`src/rtl/vclk_tap_pkg.sv`:
```
package vclk_tap_pkg;

  localparam int NUM_TAPS  = 5;
  localparam int PHASE_MOD = 12;
  localparam int DIV_W     = 8;
  localparam int SEL_W     = 4;
  localparam int SRC_W     = 3;
  localparam int NUM_CONS  = 3;

  typedef enum logic [1:0] {
    ADDR_CTRL  = 2'd0,
    ADDR_DIV   = 2'd1,
    ADDR_GATE  = 2'd2,
    ADDR_TXSEL = 2'd3
  } cfg_addr_e;

  typedef struct packed {
    logic                master_en;
    logic [SRC_W-1:0]    src_sel;
    logic                soft_rst;
    logic [NUM_TAPS-1:0] tap_gate;
  } ctrl_t;

  typedef struct packed {
    logic [SEL_W-1:0] sel_i;
    logic [SEL_W-1:0] sel_p;
    logic             div_rst;
    logic             div_en;
    logic [DIV_W-1:0] div_m1;
  } divcfg_t;

  typedef struct packed {
    logic tx;
    logic dac;
    logic enc_p;
    logic enc_i;
  } gate_t;

  function automatic int tap_ratio(input int idx);
    case (idx)
      0:       return 1;
      1:       return 2;
      2:       return 4;
      3:       return 6;
      default: return 12;
    endcase
  endfunction

endpackage

```
`src/rtl/vclk_cfg_regs.sv`:
```
module vclk_cfg_regs
  import vclk_tap_pkg::*;
(
  input  logic        clk,
  input  logic        rst_n,
  input  logic        we,
  input  logic [1:0]  addr,
  input  logic [31:0] wdata,
  output ctrl_t       ctrl_o,
  output divcfg_t     div_o,
  output gate_t       gate_o,
  output logic [SEL_W-1:0] tx_sel_o
);

  localparam int CTRL_GATE_LSB = 0;
  localparam int CTRL_SRST_BIT = 15;
  localparam int CTRL_SRC_LSB  = 16;
  localparam int CTRL_MEN_BIT  = 19;
  localparam int DIV_EN_BIT    = 16;
  localparam int DIV_RST_BIT   = 17;
  localparam int DIV_SELP_LSB  = 24;
  localparam int DIV_SELI_LSB  = 28;
  localparam int GATE_ENCI_BIT = 0;
  localparam int GATE_ENCP_BIT = 2;
  localparam int GATE_DAC_BIT  = 4;
  localparam int GATE_TX_BIT   = 5;
  localparam int TXSEL_LSB     = 16;

  always_ff @(posedge clk or negedge rst_n) begin
    if (!rst_n) begin
      ctrl_o   <= '0;
      div_o    <= '0;
      gate_o   <= '0;
      tx_sel_o <= '0;
    end else if (we) begin
      case (cfg_addr_e'(addr))
        ADDR_CTRL: begin
          ctrl_o.tap_gate  <= wdata[CTRL_GATE_LSB +: NUM_TAPS];
          ctrl_o.soft_rst  <= wdata[CTRL_SRST_BIT];
          ctrl_o.src_sel   <= wdata[CTRL_SRC_LSB +: SRC_W];
          ctrl_o.master_en <= wdata[CTRL_MEN_BIT];
        end
        ADDR_DIV: begin
          div_o.div_m1  <= wdata[0 +: DIV_W];
          div_o.div_en  <= wdata[DIV_EN_BIT];
          div_o.div_rst <= wdata[DIV_RST_BIT];
          div_o.sel_p   <= wdata[DIV_SELP_LSB +: SEL_W];
          div_o.sel_i   <= wdata[DIV_SELI_LSB +: SEL_W];
        end
        ADDR_GATE: begin
          gate_o.enc_i <= wdata[GATE_ENCI_BIT];
          gate_o.enc_p <= wdata[GATE_ENCP_BIT];
          gate_o.dac   <= wdata[GATE_DAC_BIT];
          gate_o.tx    <= wdata[GATE_TX_BIT];
        end
        default: tx_sel_o <= wdata[TXSEL_LSB +: SEL_W];
      endcase
    end
  end

endmodule

```
`src/rtl/vclk_prediv.sv`:
```
module vclk_prediv #(
  parameter int SRC_W = 3,
  parameter int DIV_W = 8,
  localparam int NUM_SRC = 1 << SRC_W
) (
  input  logic               clk,
  input  logic               rst_n,
  input  logic               clr,
  input  logic               run,
  input  logic [SRC_W-1:0]   src_sel,
  input  logic [NUM_SRC-1:0] src_tick,
  input  logic [DIV_W-1:0]   div_m1,
  output logic               pre_tick
);

  logic [DIV_W-1:0] cnt;
  logic             hit;

  assign hit = run && src_tick[src_sel];

  always_ff @(posedge clk or negedge rst_n) begin
    if (!rst_n) begin
      cnt      <= '0;
      pre_tick <= 1'b0;
    end else if (clr) begin
      cnt      <= '0;
      pre_tick <= 1'b0;
    end else begin
      pre_tick <= 1'b0;
      if (hit) begin
        if (cnt >= div_m1) begin
          cnt      <= '0;
          pre_tick <= 1'b1;
        end else begin
          cnt <= cnt + 1'b1;
        end
      end
    end
  end

endmodule

```
`src/rtl/vclk_tap_bank.sv`:
```
module vclk_tap_bank
  import vclk_tap_pkg::*;
#(
  parameter int NTAPS = NUM_TAPS,
  parameter int MODV  = PHASE_MOD,
  localparam int PH_W = $clog2(MODV)
) (
  input  logic             clk,
  input  logic             rst_n,
  input  logic             clr,
  input  logic             pre_tick,
  output logic [NTAPS-1:0] taps
);

  logic [PH_W-1:0] phase;

  always_ff @(posedge clk or negedge rst_n) begin
    if (!rst_n) begin
      phase <= '0;
    end else if (clr) begin
      phase <= '0;
    end else if (pre_tick) begin
      if (phase == PH_W'(MODV - 1)) phase <= '0;
      else                          phase <= phase + 1'b1;
    end
  end

  for (genvar g = 0; g < NTAPS; g++) begin : g_tap
    localparam int RATIO = tap_ratio(g);
    assign taps[g] = pre_tick && ((32'(phase) % RATIO) == 0);
  end

endmodule

```
`src/rtl/vclk_route.sv`:
```
module vclk_route #(
  parameter int SEL_W = 4,
  parameter int NTAPS = 5
) (
  input  logic             clk,
  input  logic             rst_n,
  input  logic [NTAPS-1:0] taps,
  input  logic [NTAPS-1:0] tap_gate,
  input  logic             master_en,
  input  logic             out_gate,
  input  logic [SEL_W-1:0] sel,
  output logic             tick_o,
  output logic             bad_o
);

  logic [NTAPS-1:0] live;
  logic             hit;

  assign live  = taps & tap_gate;
  assign bad_o = (sel >= SEL_W'(NTAPS));

  always_comb begin
    hit = 1'b0;
    for (int i = 0; i < NTAPS; i++) begin
      if (sel == SEL_W'(i)) hit = live[i];
    end
  end

  always_ff @(posedge clk or negedge rst_n) begin
    if (!rst_n) tick_o <= 1'b0;
    else        tick_o <= hit && master_en && out_gate;
  end

endmodule

```
`src/rtl/vclk_tap_sel.sv`:
```
module vclk_tap_sel
  import vclk_tap_pkg::*;
#(
  localparam int NUM_SRC = 1 << SRC_W
) (
  input  logic               clk,
  input  logic               rst_n,
  input  logic [NUM_SRC-1:0] src_tick,
  input  logic               cfg_we,
  input  logic [1:0]         cfg_addr,
  input  logic [31:0]        cfg_wdata,
  output logic               enc_i_tick,
  output logic               enc_p_tick,
  output logic               tx_tick,
  output logic               dac_tick,
  output logic               sel_err
);

  ctrl_t            ctrl_q;
  divcfg_t          div_q;
  gate_t            gate_q;
  logic [SEL_W-1:0] tx_sel_q;
  logic             clr;
  logic             pre_tick;
  logic [NUM_TAPS-1:0] taps;

  logic [SEL_W-1:0]    cons_sel  [NUM_CONS];
  logic [NUM_CONS-1:0] cons_gate;
  logic [NUM_CONS-1:0] cons_tick;
  logic [NUM_CONS-1:0] cons_bad;

  vclk_cfg_regs u_regs (
    .clk      (clk),
    .rst_n    (rst_n),
    .we       (cfg_we),
    .addr     (cfg_addr),
    .wdata    (cfg_wdata),
    .ctrl_o   (ctrl_q),
    .div_o    (div_q),
    .gate_o   (gate_q),
    .tx_sel_o (tx_sel_q)
  );

  assign clr = ctrl_q.soft_rst | div_q.div_rst;

  vclk_prediv #(.SRC_W(SRC_W), .DIV_W(DIV_W)) u_prediv (
    .clk      (clk),
    .rst_n    (rst_n),
    .clr      (clr),
    .run      (div_q.div_en),
    .src_sel  (ctrl_q.src_sel),
    .src_tick (src_tick),
    .div_m1   (div_q.div_m1),
    .pre_tick (pre_tick)
  );

  vclk_tap_bank #(.NTAPS(NUM_TAPS), .MODV(PHASE_MOD)) u_taps (
    .clk      (clk),
    .rst_n    (rst_n),
    .clr      (clr),
    .pre_tick (pre_tick),
    .taps     (taps)
  );

  assign cons_sel[0] = div_q.sel_i;
  assign cons_sel[1] = div_q.sel_p;
  assign cons_sel[2] = tx_sel_q;
  assign cons_gate   = {gate_q.tx, gate_q.enc_p, gate_q.enc_i};

  for (genvar c = 0; c < NUM_CONS; c++) begin : g_cons
    vclk_route #(.SEL_W(SEL_W), .NTAPS(NUM_TAPS)) u_route (
      .clk       (clk),
      .rst_n     (rst_n),
      .taps      (taps),
      .tap_gate  (ctrl_q.tap_gate),
      .master_en (ctrl_q.master_en),
      .out_gate  (cons_gate[c]),
      .sel       (cons_sel[c]),
      .tick_o    (cons_tick[c]),
      .bad_o     (cons_bad[c])
    );
  end

  assign enc_i_tick = cons_tick[0];
  assign enc_p_tick = cons_tick[1];
  assign tx_tick    = cons_tick[2];

  always_ff @(posedge clk or negedge rst_n) begin
    if (!rst_n) begin
      dac_tick <= 1'b0;
      sel_err  <= 1'b0;
    end else begin
      dac_tick <= taps[0] && ctrl_q.tap_gate[0] && gate_q.dac && ctrl_q.master_en;
      sel_err  <= sel_err | (|cons_bad);
    end
  end

endmodule

```
`config.mk`:
```
export PLATFORM = sky130hd
export DESIGN_NAME = vclk_tap_sel
export DESIGN_NICKNAME = d
export VERILOG_FILES = /design/src/rtl/vclk_tap_pkg.sv /design/src/rtl/vclk_cfg_regs.sv /design/src/rtl/vclk_prediv.sv /design/src/rtl/vclk_tap_bank.sv /design/src/rtl/vclk_route.sv /design/src/rtl/vclk_tap_sel.sv
export SDC_FILE = /design/constraint.sdc
export NUM_CORES = 1
export LEC_CHECK = 0
export BUFFER_PORTS_ARGS = -buffer_cell sky130_fd_sc_hd__buf_2
export CORE_ASPECT_RATIO = 1.4
export CORE_UTILIZATION = 56
export DETAILED_ROUTE_END_ITERATION = 10
export HOLD_SLACK_MARGIN = 0.02
export MAX_ROUTING_LAYER = met4
export PLACE_DENSITY = 0.77
export SYNTH_ARGS = -nofsm -noshare
export SYNTH_HDL_FRONTEND = slang
export SYNTH_HIERARCHICAL = 1
export SYNTH_SLANG_ARGS = --single-unit
```
`constraint.sdc`:
```
create_clock -name clk -period 2.7 [get_ports clk]
set_clock_uncertainty 0.15 [all_clocks]
set_input_delay 0.54 -clock clk [delete_from_list [all_inputs] [get_ports clk]]
set_output_delay 0.54 -clock clk [all_outputs]
set_load 0.02 [all_outputs]
```
After elaboration in Yosys (flattened, before gate mapping):

Index checks and enable logic that the tools add are counted.

* $lt $le $gt $ge: 5
* bitwise gates (word level): 4
* div/mod/pow operators: 2
* mux-type cells: 26
* reduce and logical (&&, ||, !) cells: 30
* $add $sub $neg: 2
* equal/unequal tests: 15

Operators with widths (count)
* 32-bit zero test: 4
* 4-bit by 3-bit remainder unit with 32-bit output (second input constant): 1
* 4-bit by 4-bit remainder unit with 32-bit output (second input constant): 1
* 4-bit by 2-bit == test with 1-bit output (second input constant): 6
* 8-bit 2-to-1 mux: 3
* 1-bit 2-to-1 mux: 19
* 1-bit logical AND: 14
* 4-bit by 1-bit == test with 1-bit output (second input constant): 3
* 4-bit by 3-bit == test with 1-bit output (second input constant): 3
* 4-bit by 3-bit greater-or-equal comparator with 1-bit output (second input constant): 3
* 4-bit zero test: 3
* 4-bit 2-to-1 mux: 3
* 8-bit by 1-bit adder with 8-bit output (second input constant): 1
* 8-bit greater-or-equal comparator: 1
* 2-bit AND reduction: 4
* 3-bit OR reduction: 2
* 5-bit bitwise AND: 1
* 4-bit by 1-bit adder with 4-bit output (second input constant): 1
* 4-bit == test (second input constant): 1
* 3-bit by 4-bit less-than comparator with 1-bit output (second input constant): 1
* 2-bit nonzero test: 2
* 1-bit binary-select mux with 3-bit select: 1
* 2-bit by 1-bit == test with 1-bit output (second input constant): 1
* 2-bit == test (second input constant): 1
* 3 further kinds: 4

* flip-flop bits (word level): 54
* output and inout bits: 5

Logic depth before layout (Yosys ltp):

Gate-level depths: netlist (run 1).

* word-level depth: 11
* gate-level depth with buffers: 11
* depth with buffers taken out: 11

Hierarchy:

The synthesis (run 1) kept the hierarchy.

Modules (own cells, without submodules)
* vclk_cfg_regs: times used 1, cells an instance 78, area an instance 1365.1 um^2, seq. area each 900.9 um^2
* vclk_prediv: times used 1, cells an instance 82, area an instance 800.8 um^2, seq. area each 225.2 um^2
* vclk_tap_bank: times used 1, cells an instance 41, area an instance 386.6 um^2, seq. area each 100.1 um^2
* vclk_route: times used 3, cells an instance 15, area an instance 106.4 um^2, seq. area each 25.0 um^2
* vclk_tap_sel: times used 1, cells an instance 5, area an instance 72.6 um^2, seq. area each 50.0 um^2

Worst setup path before layout (run 1):

Ideal clock, no wire load.

* kind: register to register
* from: reg u_prediv.cnt[0]
* to: reg u_prediv.cnt[2]
* path buffers: 0
* data arrival time: 1885 ps
* cell stages (with the launch flop): 8
* setup slack: 583 ps
* clock period less this slack: 2117 ps
* cell sequence: dfrtp_1 -> inv_1 -> ha_1 -> nand2b_4 -> a2111oi_4 -> o311ai_4 -> or3b_1 -> a31oi_1

* word-level cells in the longest chain between the ends: 4
* elaborated cells between the ends (all ways): 5
* classes of those cells: add/sub: 1; order compare: 1; mux: 3

RTL lines
* start: declaration: RTL line vclk_prediv.sv:16 `logic [DIV_W-1:0] cnt;`
* start signal: assignment: RTL line vclk_prediv.sv:35 `cnt <= cnt + 1'b1;`
* 8-bit by 1-bit adder with 8-bit output or 8-bit greater-or-equal comparator (tied branches): RTL line vclk_prediv.sv:35, vclk_prediv.sv:31
* 8-bit 2-to-1 mux *: RTL line vclk_prediv.sv:31 `if (cnt >= div_m1) begin`
* 8-bit 2-to-1 mux *: RTL line vclk_prediv.sv:30 `if (hit) begin`
* 8-bit 2-to-1 mux *: RTL line vclk_prediv.sv:25 `end else if (clr) begin`

Every way passes the cells marked *; elsewhere a longest branch is shown, timed or not. The select of a mux whose other input is x is not followed.
A chain may end at the register's enable or synchronous reset.

Final worst setup path (run 1):

* from: reg u_prediv.cnt[0]
* to: reg u_prediv.cnt[6]

The elaborated chain is that of the path after synthesis.

==> impl_results.md, run 1 <==
* Final setup TNS at 0 ns
* Layout cells sized above 1 at 34.0%
* Initial drt markers at 134
* Max FO, Critical Path at 8
* Crit end category: flop
* Shortest period the worst path allows at 2.38 ns
* Main area contributors after synthesis: dfrtp_1 (46%), mux2_2 (14%), ha_1 (6.8%)
* Die X at 63.3 µm
* WL per Instance at 15.9 µm
* CTS tree: built
* First-pass GRT wire length at just under 10 mm
* PostCTS Resize Cnt at 0
* Routed Wire Length at 5.71 mm
* Die ar. at 5560 µm²
* Worst-Margin Slew at 0.680 ns
* # IOs at 50
* Num CTS Buffers at 5
* Startpoint Class: flop
* Placer congestion estimate at 0.869
* Core Area at 4950 µm²
* Leading area contributor after synthesis: dfrtp_1
* Final #Nets at ~350
* Tcrit/Tclk final at 88.3%
* H-tree depth at 2
* DRC viols at 0
* Mapped cell area at slightly below 3000 µm²
* Worst Path Required at 2.78 ns
* RSZ-0062 raised after global routing: false
* Leakage at 1.47 nW
* Total power at between 1.5 and 2 mW
* All-Layer GR Usage at 23.6%
* Highest Clock Rate at 420 MHz
* Hold Vio Cnt, Final at 0
* Netlist cell types at 47
* Final Max Tran Viols at 0
* Initial antenna violation count at 0
* DR pass1 iterations at 4
* Vias at 2097
* CTS Buffer Depth at 2
* Pwr Density at 582 nW/µm²
* P&R area growth vs syn at 11.7%
* Antenna-violating nets left at 0
* P_int at around 1.4 mW
* Final core occ at 66.4%
* Combinational share of power at 18.6%
* Type of the worst min-delay path: in -> async
* #FFs+latches synth at 54
* CTS hold repair buffers at 0
* Port bufs at 38
* Max Cap Violations at 0
* Sw frac at 27.9%
* Final HPWL DP at 4.14 mm
* Overflow after GRT at 0
* Postcts setup bufs at 0
* Share of the yosys chip area belonging to registers at 45.9%
* Synth top area share at 45.9%
* Clock share of power at 28.5%
* Cells after Synth at 251
* Fin cells at 358
* Outcome: finished, final reports clean
* Chip height at 87.8 µm
* Vias/cell at 5.86
* Kind of critical path: reg -> reg
* Largest net degree at the start of global routing at 55
* Reg area at 1350 µm²
* Syn. warnings at 6
* Skew-Pair Late Insertion Delay at 0.31 ns
* Cells after DPL at 350
* Vias in the first global route at 2132
* Sink Count at 54
* Max_slew headroom at 54.7%
* Synth Area per Inst at 11.7 µm²
* Psw at 0.534 mW
* Post-synth EDFFs at 0
* Clock root buffer: clkbuf_8
* Area of the multi-input gates at 1490 µm²
* Sequential power share at 52.9%
* Final setup viols at 0
* Initial Util at between 50% and 60%
* CTS clk-pin slew, worst paths at 0.09 ns
* Hold Slack at 0.189 ns
* Post-Syn Nets at 312
* Worst Path Arrival at roughly 2.5 ns
* Ys async rst share at 100%
* Peak supply drop at 0.000506 V
* Main synth FF type: dfrtp_1
* Std cell rows at 30
* # diodes at 0
* Layout fillers at 414
layer usage:
metal | GRT usage [%] | part of all wire (%)
met1 | 25.4 | 40
met2 | 41.6 | 53
met3 | 3.52 | 3.5
met4 | 12.8 | 3.1
met5 | - | 0
Yosys cell counts (2+ instances only):
cell,number
nand3_1,21
a211oi_1,3
nand3b_1,8
ha_1,16
nand2_1,14
o21ai_0,4
buf_4,2
mux4_1,2
a21oi_1,4
mux2i_1,4
nor2_1,8
nor3_1,4
inv_1,15
dfrtp_1,54
and3_1,3
mux2_2,36
or3_1,5
nand2b_1,6
o21a_1,2
o31a_1,4
a31oi_1,6
buf_6,3
or2_2,3
power groups by stage:
stage / sequential, mW / combinational (mW) / clock [mW]
after floorplan: 0.994 / 0.274 / 0
after global placement: 1.02 / 0.346 / 0
after detailed placement: 1.03 / 0.356 / 0
after CTS: 1.01 / 0.359 / 0.557
after global routing: 1.03 / 0.389 / 0.588
final: 1.01 / 0.356 / 0.544
placed cells by master (no fill, tap or decap), drive strengths merged, types with 5 or more instances in the layout:
master / instances
dfrtp: 54
buf: 40
mux2: 36
nand3: 21
ha: 16
inv: 15
nand2: 14
nand3b: 9
nor2: 9
nand2b: 7
a31oi: 6
clkbuf: 5
or3: 5
a21oi: 5
worst max-delay path, cell delays in order, from the launching register on:
cell and delay, ns:
dfrtp_1 0.44, inv_1 0.07, ha_1 0.28, nand2b_4 0.15
a2111oi_4 0.45, o311ai_4 0.18, or3_1 0.38, a31oi_1 0.20
registers in the layout, summed over array words and instances, names as in the netlist:
| name | count |
|---|---|
| u_prediv/pre_tick | 1 |
| g_cons.u_route/tick_o | 3 |
| u_prediv/cnt | 8 |
| u_regs/gate_o | 4 |
| sel_err | 1 |
| u_regs/tx_sel_o | 4 |
| u_regs/div_o | 18 |
| u_regs/ctrl_o | 10 |
| u_taps/phase | 4 |
| dac_tick | 1 |
final timing paths:
path	from	end	slack [ns]	depth (start not counted)
max	u_prediv/cnt[0]$_DFFE_PN0P_	u_prediv/cnt[6]$_DFFE_PN0P_	0.32	7
min	rst_n	u_regs/ctrl_o[7]$_DFFE_PN0P_	0.19	2
max reg2reg	u_prediv/cnt[0]$_DFFE_PN0P_	u_prediv/cnt[6]$_DFFE_PN0P_	0.32	7
min reg2reg	sel_err$_DFF_PN0_	sel_err$_DFF_PN0_	0.34	1
max in group asynchronous	rst_n	u_prediv/cnt[0]$_DFFE_PN0P_	1.75	2
min in group clk	cfg_wdata[30]	u_regs/div_o[16]$_DFFE_PN0P_	0.30	2
through the flow:
stage               worst slack [ns]  area, µm²
finish                         0.317       3290
global route                   0.218       3290
CTS                            0.319       3290
detailed placement             0.358       3180
global placement               0.428       3180
floorplan                      0.583       2940
layout make-up:
class | count | share of cell area (%)
multi-input combinational | 177 | 45.2
clock buffer | 5 | 2.09
inverter | 15 | 1.71
tap | 64 | 2.43
timing repair buffer | 40 | 6.24
clock inverter | 3 | 1.22
sequential | 54 | 41.1
cells by family (layout without fill, tap and decap cells):
group / after synthesis / count (layout) / share of synthesized area (%)
compound gates: 33 / 33 / 9.73
simple gates: 86 / 86 / 17.1
mux: 42 / 42 / 16.9
fa+ha+maj: 16 / 16 / 6.80
buf+inv: 20 / 63 / 3.57
flops: 54 / 54 / 45.9
Power figures use the tool's default switching activity.
==> run 2: changes to the inputs <==
- BUFFER_PORTS_ARGS: -buffer_cell sky130_fd_sc_hd__buf_2 -> default
- CORE_UTILIZATION: 56 -> 63
- DONT_BUFFER_PORTS: default -> 1
- PLACE_DENSITY: 0.77 -> 0.76
==> run 2 against run 1 <==
Design area shrank 5.8%. Power is 7.6% lower. Critical path depth stayed put. Non-clock buffer count shrank 37. Routed wire length fell by 5.8%. Combinational power decreased by 5.6%. Cell count decreased by 11%. Highest routed layer unchanged.
==> impl_results.md, run 2 (same netlist as run 1, synthesis figures left out) <==
* Outcome: finished, final reports clean
* WL per Instance at 16.9 µm (+6.0%)
* Final Max Tran Viols at 0 (unchanged)
* Max FO, Critical Path at 8 (unchanged)
* All-Layer GR Usage at 25.1% (+1.5 points)
* RR Endpoint: u_prediv/cnt[7]$_DFFE_PN0P_
* Cell-by-cell trace of the critical path: inv_1, ha_1, nand2b_4, a2111oi_4, o311ai_4, or3_1, a31oi_1
* CTS Buffer Depth at 2 (unchanged)
* # diodes at 0 (unchanged)
* Placer congestion estimate at 0.839 (-3.4%)
* Max_slew headroom at 68.7% (+14 points)
* Leakage at 1.31 nW (-11%)
* Peak supply drop at 0.000473 V (-6.5%)
* Final WS setup at 0.376 ns (+0.0589 ns)
* Worst path slowest cell: dfrtp_1
* Area of the multi-input gates at 1490 µm² (unchanged)
* Worst Setup SP: u_prediv/cnt[0]$_DFFE_PN0P_
* DRC viols at 0 (unchanged)
* Hold Vio Cnt, Final at 0 (unchanged)
* Final core occ at 68.9% (+2.5 points)
* Hold path start: cfg_wdata[16]
* Final #Nets at 317 (-10%)
* Overflow after GRT at 0 (unchanged)
* Die ar. at 4950 µm² (-11%)
* Skew-Pair Late Insertion Delay at 0.30 ns (about the same)
* Chip height at 82.9 µm (-5.6%)
* Antenna-violating nets left at 0 (unchanged)
* Shortest period the worst path allows at 2.32 ns (-0.0589 ns)
* Met3 usage at 5.14% (+1.6 points)
* Max Cap Violations at 0 (unchanged)
* Worst Path Arrival at 2.38 ns (-0.08 ns)
* P&R area growth vs syn at 5.23%
* Num CTS Buffers at 5 (unchanged)
* PostCTS Resize Cnt at 0 (unchanged)
* Met1 GRT Util at 29.1% (+3.6 points)
* Highest Clock Rate at 430 MHz (+2.5%)
* Top Registers: u_regs/div_o: 18 flops, u_regs/ctrl_o: 10 flops, u_prediv/cnt: 8 flops
* Hold depth at 1
* Port bufs at 0 (-100%)
* R2r setup slk at 0.38 ns (+0.06 ns)
* RSZ-0062 raised after global routing: false
* Core Area at 4500 µm² (-9.2%)
* Die X at 59.8 µm (-5.5%)
* Kind of critical path: reg -> reg
* Layout cells sized above 1 at 23.4% (-11 points)
* Biggest register: u_regs/div_o
* Met2 Track Usage GR at 40.4% (-1.2 points)
* H-tree depth at 2 (unchanged)
* Min-Delay Endpoint: u_regs/tx_sel_o[0]$_DFFE_PN0P_
* Routed Wire Length at 5.38 mm (-5.8%)
* Vias/cell at 6.11 (+4.4%)
* Pre-CTS WS at 0.410 ns (+0.0523 ns)
* Final HPWL DP at 4.00 mm (-3.3%)
* Max incr delay on CP at 0.45 ns (about the same)
* Initial Util at 65.4% (+6.0 points)
* Most frequent cells in the layout: dfrtp_1 (54), mux2_2 (36), nand3_1 (21)
* Sink Count at 54 (unchanged)
* Initial antenna violation count at 0 (unchanged)
* Max FFs per register at 18 (unchanged)
* Critical R2R Launch: u_prediv/cnt[0]$_DFFE_PN0P_
* # IOs at 50 (unchanged)
* Std cell rows at 29 (-3.3%)
* Reg area at 1350 µm² (unchanged)
* First-pass GRT wire length at 9.15 mm (-4.9%)
* DR pass1 iterations at 4 (unchanged)
* Startpoint Class: flop
* Tcrit/Tclk final at 86.1% (-2.2 points)
* Final setup TNS at 0 ns (unchanged)
* Pwr Density at 571 nW/µm² (-1.9%)
* Vias at 1944 (-7.3%)
* CTS clk-pin slew, worst paths at 0.09 ns (about the same)
* Worst Path Required at 2.75 ns (-0.03 ns)
* Largest net degree at the start of global routing at 55 (unchanged)
* CTS tree: built
* Most Crowded Layer GR: met2
* Final setup viols at 0 (unchanged)
* Vias in the first global route at 1997 (-6.3%)
* Crit end category: flop
* Layout fillers at 386 (-6.8%)
* Reg2reg path depth at 7 (unchanged)
* Initial drt markers at 63 (-53%)
* Type of the worst min-delay path: in -> reg
* Hold Slack at 0.230 ns (+0.0402 ns)
* Worst-Margin Slew at 0.469 ns (-0.210 ns)
* Clock root buffer: clkbuf_8
* Commonest non-fill, non-tap cell in the layout: dfrtp_1
## run 2: worst max path at each step
| stage | to | slack, ns | depth (start not counted) |
|---|---|---|---|
| finish | u_prediv/cnt[7]$_DFFE_PN0P_ | 0.38 | 7 |
| global placement | u_prediv/cnt[2]$_DFFE_PN0P_ | 0.46 | 7 |
| detailed placement | u_prediv/cnt[3]$_DFFE_PN0P_ | 0.41 | 7 |
| global route | u_prediv/cnt[7]$_DFFE_PN0P_ | 0.25 | 7 |
| CTS | u_prediv/cnt[7]$_DFFE_PN0P_ | 0.38 | 7 |
| floorplan | u_prediv/cnt[2]$_DFFE_PN0P_ | 0.58 | 7 |
## run 2: stage by stage
stage	area (µm²)	total power [mW]	std cells
2_1_floorplan	2940	1.27	251
3_3_place_gp	2980	1.32	309
3_5_place_dp	2980	1.34	309
4_1_cts	3100	1.79	318
5_1_grt	3100	1.87	318
6_report	3100	1.77	318
## run 2: timing repair
action / in CTS / in global routing
endpoints found under the hold margin: 54 / 0
setup endpoints to repair: 0 / 0
buffers inserted: 0 / 0
hold buffers: 2 / 0
## run 2: routing by layer
metal  up-vias  routed length, µm
met4         0                187
li1        922                  -
met1       971               2150
met3        13                200
met5         -                  0
met2        38               2840
## run 2: layout make-up
type,count,area share [%]
inverter,15,1.82
timing repair buffer,3,1.45
clock buffer,6,2.34
tap,62,2.50
clock inverter,1,0.242
sequential,54,43.6
multi-input combinational,177,48.0
## run 2: power breakdown
group	switching [mW]	leakage (nW)	internal [mW]
Combinational	0.157	0.598	0.180
Sequential	0.0949	0.672	0.913
Clock	0.245	0.0373	0.178
## run 2: worst max-delay path, delay by kind of cell, from the launching register on
kind                     cells  cell delay [ns]
buffers and inverters        1             0.07
AO/OA/AOI/OAI                3             0.82
AND/OR/NAND/NOR              2             0.48
flip-flops                   1             0.45
adder cells (fa/ha/maj)      1             0.27
